$ cat config.mk
export PLATFORM = sky130hd
export DESIGN_NAME = rb_branch_unit
export DESIGN_NICKNAME = d
export VERILOG_FILES = /design/src/rtl/rb_pkg.sv /design/src/rtl/rb_rst_sync.sv /design/src/rtl/rb_cond.sv /design/src/rtl/rb_target.sv /design/src/rtl/rb_slot.sv /design/src/rtl/rb_branch_unit.sv
export SDC_FILE = /design/constraint.sdc
export NUM_CORES = 1
export LEC_CHECK = 0
export ABC_AREA = 0
export BUFFER_PORTS_ARGS = -buffer_cell sky130_fd_sc_hd__buf_2
export CORE_UTILIZATION = 35
export DETAILED_ROUTE_END_ITERATION = 6
export PLACE_DENSITY_LB_ADDON = 0.3
export SLEW_MARGIN = 25
export SYNTH_ARGS = -nofsm -noshare
export SYNTH_HDL_FRONTEND = slang
export SYNTH_SLANG_ARGS = --single-unit
$ cat constraint.sdc
create_clock -name clk -period 2.85 [get_ports clk]
set_input_delay 0.57 -clock clk [delete_from_list [all_inputs] [get_ports clk]]
set_output_delay 0.57 -clock clk [all_outputs]
set_load 0.005 [all_outputs]
$ cat src/rtl/rb_pkg.sv
package rb_pkg;

  typedef struct packed {
    logic s;
    logic z;
    logic cy;
    logic ov;
  } rb_flags_t;

  typedef enum logic [3:0] {
    RB_ALWAYS = 4'd0,
    RB_GE     = 4'd1,
    RB_LT     = 4'd2,
    RB_NE     = 4'd3,
    RB_EQ     = 4'd4,
    RB_PL     = 4'd5,
    RB_MI     = 4'd6,
    RB_CC     = 4'd7,
    RB_CS     = 4'd8,
    RB_VC     = 4'd9,
    RB_VS     = 4'd10,
    RB_NONE   = 4'd15
  } rb_cond_e;

  localparam int unsigned RB_NUM_COND = 11;

endpackage

$ cat src/rtl/rb_rst_sync.sv
module rb_rst_sync #(
  parameter int unsigned STAGES = 2
) (
  input  logic clk,
  input  logic rst_n,
  output logic rst_q_n
);
  logic [STAGES-1:0] chain_q;

  always_ff @(posedge clk or negedge rst_n) begin
    if (!rst_n) chain_q <= '0;
    else        chain_q <= {chain_q[STAGES-2:0], 1'b1};
  end

  assign rst_q_n = chain_q[STAGES-1];
endmodule

$ cat src/rtl/rb_cond.sv
module rb_cond
  import rb_pkg::*;
#(
  parameter int unsigned       OP_W    = 8,
  parameter logic [OP_W-1:0]   OP_BASE = 8'h05
) (
  input  logic [OP_W-1:0] opcode,
  input  rb_flags_t       flags,
  output logic            is_br,
  output logic            take
);
  localparam logic [OP_W-1:0] OP_LAST = OP_BASE + OP_W'(RB_NUM_COND - 1);

  logic [OP_W-1:0] offs;
  rb_cond_e        sel;
  logic            lt_signed;

  assign offs      = opcode - OP_BASE;
  assign is_br     = (opcode >= OP_BASE) && (opcode <= OP_LAST);
  assign lt_signed = flags.s ^ flags.ov;

  always_comb begin
    sel = RB_NONE;
    if (is_br) sel = rb_cond_e'(offs[3:0]);
  end

  always_comb begin
    unique case (sel)
      RB_ALWAYS: take = 1'b1;
      RB_GE:     take = ~lt_signed;
      RB_LT:     take = lt_signed;
      RB_NE:     take = ~flags.z;
      RB_EQ:     take = flags.z;
      RB_PL:     take = ~flags.s;
      RB_MI:     take = flags.s;
      RB_CC:     take = ~flags.cy;
      RB_CS:     take = flags.cy;
      RB_VC:     take = ~flags.ov;
      RB_VS:     take = flags.ov;
      default:   take = 1'b0;
    endcase
  end

  always_comb begin
    if (take) assert (is_br) else $error("p_take_only_branch_r2");
  end
endmodule

$ cat src/rtl/rb_target.sv
module rb_target #(
  parameter int unsigned ADDR_W = 16,
  parameter int unsigned DISP_W = 8,
  parameter int unsigned SKIP   = 2
) (
  input  logic [ADDR_W-1:0] pc,
  input  logic [DISP_W-1:0] disp,
  output logic [ADDR_W-1:0] fall_pc,
  output logic [ADDR_W-1:0] tgt_pc
);
  logic [ADDR_W-1:0] disp_x;

  generate
    if (ADDR_W > DISP_W) begin : g_ext
      assign disp_x = {{(ADDR_W-DISP_W){disp[DISP_W-1]}}, disp};
    end else begin : g_trunc
      assign disp_x = disp[ADDR_W-1:0];
    end
  endgenerate

  assign fall_pc = pc + ADDR_W'(SKIP);
  assign tgt_pc  = fall_pc + disp_x;
endmodule

$ cat src/rtl/rb_slot.sv
module rb_slot #(
  parameter int unsigned ADDR_W = 16
) (
  input  logic              clk,
  input  logic              rst_q_n,
  input  logic              issue,
  input  logic              load_taken,
  input  logic [ADDR_W-1:0] load_pc,
  input  logic              slot_done,
  output logic              redirect,
  output logic [ADDR_W-1:0] redirect_pc
);
  logic              pend_q, pend_d;
  logic              redir_q, redir_d;
  logic [ADDR_W-1:0] hold_q, hold_d;
  logic [ADDR_W-1:0] rpc_q, rpc_d;
  logic              hold_en, rpc_en;

  always_comb begin
    pend_d  = pend_q;
    redir_d = 1'b0;
    hold_en = 1'b0;
    rpc_en  = 1'b0;
    hold_d  = load_pc;
    rpc_d   = hold_q;
    if (pend_q) begin
      if (slot_done) begin
        pend_d  = 1'b0;
        redir_d = 1'b1;
        rpc_en  = 1'b1;
      end
    end else if (load_taken) begin
      pend_d  = 1'b1;
      hold_en = 1'b1;
    end
  end

  always_ff @(posedge clk or negedge rst_q_n) begin
    if (!rst_q_n) begin
      pend_q  <= 1'b0;
      redir_q <= 1'b0;
      hold_q  <= '0;
      rpc_q   <= '0;
    end else begin
      pend_q  <= pend_d;
      redir_q <= redir_d;
      if (hold_en) hold_q <= hold_d;
      if (rpc_en)  rpc_q  <= rpc_d;
    end
  end

  assign redirect    = redir_q;
  assign redirect_pc = rpc_q;

  // no new instruction may issue while the delay slot is outstanding
  p_no_issue_in_slot_r10: assert property (@(posedge clk) disable iff (!rst_q_n)
    pend_q |-> !issue);
  p_redirect_needs_slot_r10: assert property (@(posedge clk) disable iff (!rst_q_n)
    redir_q |-> ($past(pend_q) && $past(slot_done)));
  p_redirect_pulse_r10: assert property (@(posedge clk) disable iff (!rst_q_n)
    redir_q |=> !redir_q);
  p_redirect_pc_r10: assert property (@(posedge clk) disable iff (!rst_q_n)
    redir_q |-> (rpc_q == $past(hold_q)));
endmodule

$ cat src/rtl/rb_branch_unit.sv
module rb_branch_unit
  import rb_pkg::*;
#(
  parameter int unsigned ADDR_W  = 16,
  parameter int unsigned DISP_W  = 8,
  parameter int unsigned OP_W    = 8,
  parameter logic [7:0]  OP_BASE = 8'h05
) (
  input  logic              clk,
  input  logic              rst_n,
  input  logic              issue_i,
  input  logic [OP_W-1:0]   opcode_i,
  input  logic [DISP_W-1:0] disp_i,
  input  logic [ADDR_W-1:0] pc_i,
  input  logic              flag_s_i,
  input  logic              flag_z_i,
  input  logic              flag_cy_i,
  input  logic              flag_ov_i,
  input  logic              slot_done_i,
  output logic              dec_valid_o,
  output logic              is_br_o,
  output logic              taken_o,
  output logic [ADDR_W-1:0] fall_pc_o,
  output logic [ADDR_W-1:0] target_o,
  output logic              redirect_o,
  output logic [ADDR_W-1:0] redirect_pc_o
);
  localparam int unsigned SKIP = 1 + (DISP_W + 7) / 8;

  logic              rst_q_n;
  rb_flags_t         flags;
  logic              c_is_br, c_take;
  logic [ADDR_W-1:0] c_fall, c_tgt;

  logic              vld_q, vld_d;
  logic              br_q, br_d, tk_q, tk_d;
  logic [ADDR_W-1:0] fall_q, fall_d, tgt_q, tgt_d;

  assign flags = '{s: flag_s_i, z: flag_z_i, cy: flag_cy_i, ov: flag_ov_i};

  rb_rst_sync #(.STAGES(2)) u_rst (
    .clk(clk), .rst_n(rst_n), .rst_q_n(rst_q_n)
  );

  rb_cond #(.OP_W(OP_W), .OP_BASE(OP_W'(OP_BASE))) u_cond (
    .opcode(opcode_i), .flags(flags), .is_br(c_is_br), .take(c_take)
  );

  rb_target #(.ADDR_W(ADDR_W), .DISP_W(DISP_W), .SKIP(SKIP)) u_tgt (
    .pc(pc_i), .disp(disp_i), .fall_pc(c_fall), .tgt_pc(c_tgt)
  );

  rb_slot #(.ADDR_W(ADDR_W)) u_slot (
    .clk(clk), .rst_q_n(rst_q_n), .issue(issue_i),
    .load_taken(issue_i & c_take), .load_pc(c_tgt),
    .slot_done(slot_done_i),
    .redirect(redirect_o), .redirect_pc(redirect_pc_o)
  );

  always_comb begin
    vld_d  = issue_i;
    br_d   = c_is_br;
    tk_d   = c_take;
    fall_d = c_fall;
    tgt_d  = c_tgt;
  end

  always_ff @(posedge clk or negedge rst_q_n) begin
    if (!rst_q_n) begin
      vld_q  <= 1'b0;
      br_q   <= 1'b0;
      tk_q   <= 1'b0;
      fall_q <= '0;
      tgt_q  <= '0;
    end else begin
      vld_q <= vld_d;
      if (issue_i) begin
        br_q   <= br_d;
        tk_q   <= tk_d;
        fall_q <= fall_d;
        tgt_q  <= tgt_d;
      end
    end
  end

  assign dec_valid_o = vld_q;
  assign is_br_o     = br_q;
  assign taken_o     = tk_q;
  assign fall_pc_o   = fall_q;
  assign target_o    = tgt_q;

  p_dec_follows_issue_r12: assert property (@(posedge clk) disable iff (!rst_q_n)
    vld_q |-> $past(issue_i));
  p_fall_addr_r9: assert property (@(posedge clk) disable iff (!rst_q_n)
    vld_q |-> (fall_q == ADDR_W'($past(pc_i) + ADDR_W'(SKIP))));
  p_bra_taken_r3: assert property (@(posedge clk) disable iff (!rst_q_n)
    (vld_q && ($past(opcode_i) == OP_W'(OP_BASE))) |-> tk_q);
  p_taken_is_branch_r2: assert property (@(posedge clk) disable iff (!rst_q_n)
    tk_q |-> br_q);
  p_redirect_matches_target_r8: assert property (@(posedge clk) disable iff (!rst_q_n)
    redirect_o |-> (redirect_pc_o == tgt_q));
endmodule

==> flow_summary.ini <==
[status]
status = finished, final reports clean

[sta]
relSlewSlack_pct = 44.7
post-route-period-util_pct = 93.4
hold_viol_final = 0
tightest_slew_ns = 0.828
finalMaxSlewViolations = 0
skew_ns = 0.00913
min_period_ns = 2.66
finalSetupTns_ns = 0
setup_viol = 0
max_freq_mhz = 376

[clock_network]
cts_buffers = 9
cts_max_level = 3
cts.sinks = 71
cts_tree = done
cts_buffer_depth = 2
clk_latency_ns = 0.34
clkTransAtPathRegs_ns = 0.08
root_buffer = clkbuf_8
cts_setup_buffers = 0

[flow_run]
maxCapViolations = 0

[finish]
area_delta_synth_final_pct = 28.7
fin_area_um2 = 4830
nets = 510
diodes = 0
drive_gt1_share_pct = 43.9

[global_route]
grt_max_degree = 45
grt_pass1_wl_um = 14200
grt_pass1_vias = 2886
antenna_found_initial = 0
grtUsageTotal_pct = 16.2
grt_overflow = 0

[place]
portBuffers = 91
place_area_um2 = 4590
gp_congestion = 0.912
hpwl_um = 6380

[synth]
synth_cells = 324
synth_area_leader_cell = dfrtp_1
synth_ff_type = dfrtp_1
yosysWarnings = 0
synth-seq-cells = 71
yosysSeqAreaShare_pct = 47.3
ys_types = 43
yosysMostFrequentCell = dfrtp_1
synth_edf_count = 0
synthArstFlopShare_pct = 100
syn-cell-area_um2 = 3750
synth_nets = 383
synth_top_area_share_pct = 47.3
netlist_top_cells_area = dfrtp_1, mux2_2, ha_1
synth_common_cells = dfrtp_1, mux2_2, nor2_1
synth_area_per_cell_um2 = 11.6

[critical_path]
path_buf_inv = 1
slowest_stage = ha_1
required_ns = 3.08
max_stage_delay_ns = 0.31
path_max_fanout = 4
critPathCaptureType = flip-flop
crit_chain = buf_2, ha_1, and4_1, nand2_1, xnor2_2, ha_1, a21o_1, nor2_1, o21ai_0, a31oi_1, a31oi_1, mux2_2
critical-path-top-delay-family = compound AO/OA/AOI/OAI gates
worstPathArrival_ns = 2.89
start_kind = input port
worstSetupPathType = input port to flip-flop

[min_path]
hold_class = flip-flop to asynchronous set/reset pin

[power_and_ir_drop]
power_leakage_uw = 0.00242
seq_power_share_pct = 44.0
clockPowerShare_pct = 29.1
internal_power_uw = 2180
p_sw_uw = 895
p_per_area_nw_per_um2 = 637
vdd_drop_max_uv = 249
swShare_pct = 29.1
p_comb_share_pct = 26.9

[route]
wl_per_cell_um = 14.1
antenna_left = 0
drcViolationCount = 0
drtPass1Iterations = 4
vias = 2845
wl_um = 8340
drt_iter0_markers = 108
vias_per_cell = 4.81

[die]
pin_count = 92
core_area_um2 = 10400
initial_core_util_pct = 36.2
die_w_um = 106
die_area_um2 = 11100
die_h_um = 106
row_count = 37
## worst reg2reg max path, delay by kind of cell, from the launching register on
kind / cells / cell delay [ns]
simple gates: 1 / 0.63
flops: 1 / 0.42
mux: 1 / 0.42
## final cells by class
cell class	count	area (um^2)
timing repair buffer	123	723
fill	1014	5540
multi-input combinational	234	1890
inverter	12	45.0
clock buffer	10	128
tap	136	170
sequential	71	1780
clock inverter	6	92.6
## power by group through the flow
stage / Sequential [uW] / Clock [uW] / Combinational [uW]
floorplan: 1380 / 0 / 456
global placement: 1370 / 0 / 811
detailed placement: 1380 / 0 / 832
CTS: 1360 / 931 / 836
global route: 1390 / 983 / 919
finish: 1350 / 896 / 827
## repair_timing
action / in CTS / in global routing
hold buffers: 1 / 0
gates resized for setup: 0 / 2
setup endpoints to repair: 0 / 4
endpoints found under the hold margin: 2 / 0
## cell usage in the layout, fill, tap and decap left out, types with 4 or more instances in the layout
master	netlist	routed
buf_2	0	91
dfrtp_1	71	70
mux2_2	44	44
nor2_1	30	30
buf_4	0	29
nand2_1	22	22
ha_1	18	18
xnor2_1	17	15
nand3_1	13	13
xor2_1	13	13
a21oi_1	13	13
inv_1	11	11
clkbuf_8	1	9
o21ai_0	8	8
a21o_1	7	7
mux2_4	7	7
mux2i_1	5	5
nand4_1	4	4
## sequential cells by signal (all words and copies together) (netlist names)
signal              cells
u_slot.redirect_pc     16
u_slot.pend_q           1
dec_valid_o             1
fall_pc_o              16
u_slot.redirect         1
u_slot.hold_q          16
target_o               16
u_rst.chain_q           2
is_br_o                 1
taken_o                 1
## per-layer routing
layer / global-route usage (%) / part of all wire, %
met5: 0 / 0
met4: 4.66 / 1.7
met3: 4.51 / 4.7
met2: 25.5 / 46
met1: 21.9 / 48
## worst paths after layout
kind,startpoint,endpoint,slack [ns],depth (start not counted)
setup / recovery,pc_i[1],target_o[12],0.19,12
min in group clk,u_rst.chain_q[0],u_rst.chain_q[1],0.36,0
setup reg to reg,u_slot.pend_q,u_slot.redirect_pc[13],1.27,2
max in group asynchronous,u_rst.chain_q[1],target_o[0],1.89,1
hold / removal,u_rst.chain_q[1],u_slot.redirect,0.30,0
hold reg to reg,u_rst.chain_q[1],u_slot.redirect,0.30,0
## kinds of logic (layout without fill, tap and decap cells)
| kind of cell | count (synthesis) | count (layout) | share of synthesized area [%] |
|---|---|---|---|
| flops | 71 | 71 | 47.3 |
| mux | 56 | 56 | 17.3 |
| simple gates | 80 | 80 | 10.0 |
| xor+xnor | 30 | 30 | 7.00 |
| fa+ha+maj | 19 | 19 | 6.53 |
| compound gates | 48 | 48 | 9.07 |
| other cells | 1 | 1 | 0.0999 |
| buf+inv | 19 | 151 | 2.60 |
## per-stage QoR
| step | hold WS (ns) | util, % | instances | total power (uW) | setup WS, ns |
|---|---|---|---|---|---|
| after floorplan | 0.274 | - | 324 | 1830 | 0.133 |
| after global placement | 0.318 | 44.2 | 575 | 2180 | -0.0824 |
| after detailed placement | 0.327 | 44.2 | 575 | 2210 | -0.157 |
| after CTS | 0.333 | 46.4 | 592 | 3120 | 0.203 |
| after global routing | 0.366 | 46.6 | 592 | 3290 | -0.00646 |
| final | 0.298 | 46.6 | 592 | 3080 | 0.189 |
Note: power is estimated with default switching activity, not from simulation.
